<file path="src/rtl/irq_status_pkg.sv">
package irq_status_pkg;
    localparam int NSRC       = 5;
    localparam int SRC_DONE   = 0;
    localparam int SRC_XERR   = 1;
    localparam int SRC_FERR   = 2;
    localparam int SRC_RX     = 3;
    localparam int SRC_TX     = 4;
    localparam int SRC_W      = $clog2(NSRC);

    typedef logic [NSRC-1:0] src_vec_t;

    typedef enum logic {
        IRQ_QUIET  = 1'b0,
        IRQ_RAISED = 1'b1
    } irq_state_e;
endpackage

</file>
<file path="src/rtl/isr_bit.sv">
module isr_bit (
    input  logic clk,
    input  logic rst_n,
    input  logic set_i,
    input  logic clr_i,
    output logic q
);
    logic q_next;

    // set has priority over clear
    always_comb begin
        q_next = q;
        if (clr_i) q_next = 1'b0;
        if (set_i) q_next = 1'b1;
    end

    always_ff @(posedge clk) begin
        if (!rst_n) q <= 1'b0;
        else        q <= q_next;
    end
endmodule

</file>
<file path="src/rtl/irq_line_fsm.sv">
module irq_line_fsm
    import irq_status_pkg::*;
(
    input  logic clk,
    input  logic rst_n,
    input  logic pending,
    output logic irq
);
    irq_state_e state_q, state_d;

    always_ff @(posedge clk) begin
        if (!rst_n) state_q <= IRQ_QUIET;
        else        state_q <= state_d;
    end

    always_comb begin
        state_d = state_q;
        unique case (state_q)
            IRQ_QUIET:  if (pending)  state_d = IRQ_RAISED;  // RAISE
            IRQ_RAISED: if (!pending) state_d = IRQ_QUIET;   // DROP
            default:    state_d = IRQ_QUIET;
        endcase
    end

    always_comb begin
        irq = (state_q == IRQ_RAISED);
    end
endmodule

</file>
<file path="src/rtl/irq_status_unit.sv">
module irq_status_unit
    import irq_status_pkg::*;
(
    input  logic            clk,
    input  logic            rst_n,
    input  logic            ev_done,
    input  logic            ev_xfer_err,
    input  logic            ev_fifo_err,
    input  logic            lvl_rx_full,
    input  logic            lvl_tx_empty,
    input  logic            mask_we,
    input  logic [NSRC-1:0] mask_wdata,
    input  logic            clr_we,
    input  logic [NSRC-1:0] clr_wdata,
    input  logic            txclr_we,
    input  logic            txclr_wdata,
    output logic [NSRC-1:0] raw_status,
    output logic [NSRC-1:0] int_mask,
    output logic [NSRC-1:0] masked_status,
    output logic            irq
);
    src_vec_t set_vec;
    src_vec_t clr_vec;
    logic     tx_own_clr;

    always_comb begin
        set_vec           = '0;
        set_vec[SRC_DONE] = ev_done;
        set_vec[SRC_XERR] = ev_xfer_err;
        set_vec[SRC_FERR] = ev_fifo_err;
        set_vec[SRC_RX]   = lvl_rx_full;
        set_vec[SRC_TX]   = lvl_tx_empty;
    end

    assign tx_own_clr = txclr_we & txclr_wdata;

    for (genvar i = 0; i < NSRC; i++) begin : g_bit
        if (i == SRC_TX) begin : g_dual
            assign clr_vec[i] = (clr_we & clr_wdata[i]) | tx_own_clr;
        end else begin : g_single
            assign clr_vec[i] = clr_we & clr_wdata[i];
        end
        isr_bit u_bit (
            .clk   (clk),
            .rst_n (rst_n),
            .set_i (set_vec[i]),
            .clr_i (clr_vec[i]),
            .q     (raw_status[i])
        );
    end

    always_ff @(posedge clk) begin
        if (!rst_n)       int_mask <= '0;
        else if (mask_we) int_mask <= mask_wdata;
    end

    assign masked_status = raw_status & int_mask;

    irq_line_fsm u_line (
        .clk     (clk),
        .rst_n   (rst_n),
        .pending (|masked_status),
        .irq     (irq)
    );
endmodule

</file>
<file path="config.mk">
export PLATFORM = sky130hd
export DESIGN_NAME = irq_status_unit
export DESIGN_NICKNAME = d
export VERILOG_FILES = /design/src/rtl/irq_status_pkg.sv /design/src/rtl/isr_bit.sv /design/src/rtl/irq_line_fsm.sv /design/src/rtl/irq_status_unit.sv
export SDC_FILE = /design/constraint.sdc
export NUM_CORES = 1
export LEC_CHECK = 0
export BUFFER_PORTS_ARGS = -buffer_cell sky130_fd_sc_hd__clkbuf_2
export CAP_MARGIN = 20
export CORE_AREA = 2 2 39 41
export DETAILED_ROUTE_END_ITERATION = 10
export DIE_AREA = 0 0 41 43
export MAX_ROUTING_LAYER = met4
export PLACE_DENSITY_LB_ADDON = 0.3
export SYNTH_ARGS = -nofsm -noshare
export SYNTH_HDL_FRONTEND = slang
export SYNTH_SLANG_ARGS = --single-unit
</file>
<file path="constraint.sdc">
create_clock -name clk -period 1.7 [get_ports clk]
set_input_delay 0.425 -clock clk [delete_from_list [all_inputs] [get_ports clk]]
set_output_delay 0.425 -clock clk [all_outputs]
set_load 0.005 [all_outputs]
</file>
==> results.md <==
- Largest net degree at the start of global routing: 12
- RSZ-0062 raised after global routing: false
- Clk_lat worst skew: approximately 260 ps
- Via count of the first global-routing pass: 405
- Main synth FF type: sky130_fd_sc_hd__dfxtp_1
- Yosys reg bits: 11
- Clock buffers created by TritonCTS: 3
- Critical path peak fanout: 3
- Combined area of all synthesized cells: 478.0 sq um
- Util after Layout: 0.4765
- Total iterations of the first detailed-routing run: 3
- Period minus WS final: between 1000 and 1500 ps
- Effective utilization at floorplan: 0.3454
- Maximum count of clock buffers along a single path: 2
- Net switching power figure: 132.1 uW
- Largest cells by area after synthesis: sky130_fd_sc_hd__dfxtp_1, sky130_fd_sc_hd__nor2b_1, sky130_fd_sc_hd__mux2i_1
- Outcome: finished clean
- Part of the power in registers: 0.526
- Cell at the root of the clock tree: sky130_fd_sc_hd__clkbuf_4
- Commonest cells in the synthesized netlist: sky130_fd_sc_hd__dfxtp_1, sky130_fd_sc_hd__nor2b_1, sky130_fd_sc_hd__a21oi_1, sky130_fd_sc_hd__buf_4, sky130_fd_sc_hd__mux2i_1
- Required time of the critical path: 1270 ps
- Worst rel slew slack: 0.8786
- Cell depth of the worst min-delay path: 3
- Nets in the synthesized netlist: 71
- Total I/O pin count: 37
- DIE HEIGHT: approximately 43 um
- Via count of the routed design: 433
- Number of filler instances in the final layout: 141
- Die outline width: about 40 um
- Least-Margin Pin Slew: 182.2 ps
- Routed length per placed instance: 10.33 um
- Post-route DRC violation count: 0
- Endpoint, Worst Hold: g_bit[1].u_bit.q
- Net switching fraction of the power: 0.2435
- Total of warnings raised by yosys: 0
- Worst Clk Skew: 0.6867 ps
- Arrival time at the worst endpoint: ~900 ps
- Final hold violations: 0
- HPWL after detailed placement: roughly 870 um
- Reg2reg setup slack: a little under 600 ps
- Global-route wire length before repair: between 1.5 and 2 mm
- Post-route setup TNS: 0 ps
- Clock sink total: 11
- Critical path capture point type: output port
- GRT Residual Overflow: 0
- Drt initial violations: 5
- Final WL: 1.023 mm
- # rows: 14
- Filler-free cell count of the finished design: 99
- Post-Place Cells: 95
- Startpoint of the most critical register-to-register path: g_bit[3].u_bit.q
- Weighted congestion reported at the end of routability-driven placement: 0.7637
- Share of synthesized registers carrying an async set or reset: 0
- Final max-slew violation count: 0
- Most common cell in the synthesized netlist: sky130_fd_sc_hd__dfxtp_1
- Worst min-delay path startpoint: ev_xfer_err
- Via density: 4.374
- Pwr Density: between 800 and 900 nW/um^2
- Cell taking the most area after synthesis: sky130_fd_sc_hd__dfxtp_1
- CTS tree: built
- Post-CTS setup buffers: 0
- Peak clock frequency supported by timing: approximately 760 MHz
- Overall routing resource usage: 0.1405
- Hold crit path type: in -> reg
- Placeable core region: 1384 sq um
- Number of distinct library cell variants in the gate-level netlist after synthesis: 13
- Clock-pin slew on the worst setup and hold paths: 70 ps
- Die footprint: approximately 1800 sq um
- Logic pwr share: 0.151
- Static leakage: between 0.3 and 0.4 nW
- Part of the total power dissipated in the clock network: 0.323
- Critical Setup Path Class: reg -> out
- Launching element type of the critical path: flop
- Number of levels in the clock H-tree: 1
- Post-DRT Antenna Nets: 0
- Area Growth Syn to Fin: 37.96%
- Design internal power: 410.4 uW
- Hold-fix buffers at CTS: 0
- Cells resized by post-CTS repair: 0
- Antenna Cells: 0
- R2R Path End: u_line.irq
- Layout Nets: 105
- Post-Synthesis Mean Instance Area: 9.559 sq um
- Logic depth of the worst register-to-register path: 3
- Quantity of I/O buffers inserted on ports: 36
- Number of maximum-capacitance constraint violations: 0
- Mapped Cells: 50
- Peak supply drop: around 380 uV
- Final setup violation count: 0
- Area share of the largest cell type after synthesis: 0.4607
- EDFF count, synth: 0
- Initial antenna violation count: 0
- Post-route fraction of the period consumed by the critical path: 0.7766
- Register area share after synthesis: 0.4607
- Fraction of layout instances using a drive strength above 1: 0.4940
[state kept, by name (all words and copies together) (netlist names)]
register and flops:
g_bit.u_bit.q 5, int_mask 5, u_line.irq 1
[cells in the final DEF, fill, tap and decap left out]
cell and count:
sky130_fd_sc_hd__a21oi_1 5, sky130_fd_sc_hd__a22oi_1 1, sky130_fd_sc_hd__and2_1 4, sky130_fd_sc_hd__and2_4 1, sky130_fd_sc_hd__clkbuf_2 36, sky130_fd_sc_hd__clkbuf_4 3, sky130_fd_sc_hd__clkinv_2 1, sky130_fd_sc_hd__dfxtp_1 11
sky130_fd_sc_hd__mux2i_1 5, sky130_fd_sc_hd__nand2_1 4, sky130_fd_sc_hd__nor2b_1 10, sky130_fd_sc_hd__o41a_1 1, sky130_fd_sc_hd__or2_0 1
[logic make-up (layout without fill, tap and decap cells)]
kind of cell	Yosys count	count (layout)	share of synthesized area
muxes	5	5	0.1047
buffers and inverters	7	40	0.09685
and+or+nand+nor	20	20	0.2461
AOI/OAI and AO/OA	7	7	0.09162
DFF	11	11	0.4607
[power by group through the flow]
stage	Clock, mW	Sequential, mW	Combinational, mW
2_1_floorplan	0	0.290	0.0471
3_3_place_gp	0	0.291	0.0821
3_5_place_dp	0	0.292	0.0839
4_1_cts	0.181	0.286	0.0841
5_1_grt	0.191	0.288	0.0929
6_report	0.175	0.285	0.0821
[layer usage]
layer | vias to the layer above | GRT usage | part of all wire
li1 | 226 | - | -
met1 | 192 | 0.1596 | 0.38
met2 | 13 | 0.2250 | 0.54
met3 | 2 | 0.01571 | 0.071
met4 | 0 | 0.08000 | 0.0078
met5 | - | - | 0
[critical path, cell delays in order, from the launching register on]
cell and delay, ps:
sky130_fd_sc_hd__dfxtp_1 350, sky130_fd_sc_hd__and2_1 160, sky130_fd_sc_hd__clkbuf_2 120
[stage by stage]
stage,setup slack (ps),area (sq um),total power [mW],hold WS [ps]
finish,379.7,659.4,0.5424,383.6
CTS,369.4,659.4,0.5506,384.0
global route,307.5,659.4,0.5721,391.3
detailed placement,594.7,631.9,0.3757,525.7
global placement,618.8,631.9,0.3733,512.5
floorplan,631.9,478.0,0.3375,487.4
[how the worst max path moves through the flow]
stage | start | to | slack, ps | depth (start not counted)
after detailed placement | g_bit[3].u_bit.q | u_line.irq | 590 | 3
after CTS | g_bit[1].u_bit.q | masked_status[1] | 370 | 2
after floorplan | g_bit[3].u_bit.q | u_line.irq | 630 | 3
after global routing | g_bit[2].u_bit.q | masked_status[2] | 310 | 2
final | g_bit[1].u_bit.q | masked_status[1] | 380 | 2
after global placement | g_bit[3].u_bit.q | u_line.irq | 620 | 3
[layout make-up]
| type | count | area, sq um | share of cell area |
|---|---|---|---|
| clock buffer | 3 | 22.52 | 0.03416 |
| clock inverter | 1 | 5.005 | 0.007590 |
| multi-input combinational | 32 | 211.5 | 0.3207 |
| sequential | 11 | 220.2 | 0.3340 |
| tap | 16 | 20.02 | 0.03036 |
| timing repair buffer | 36 | 180.2 | 0.2732 |
Note: power is estimated with default switching activity, not from simulation.
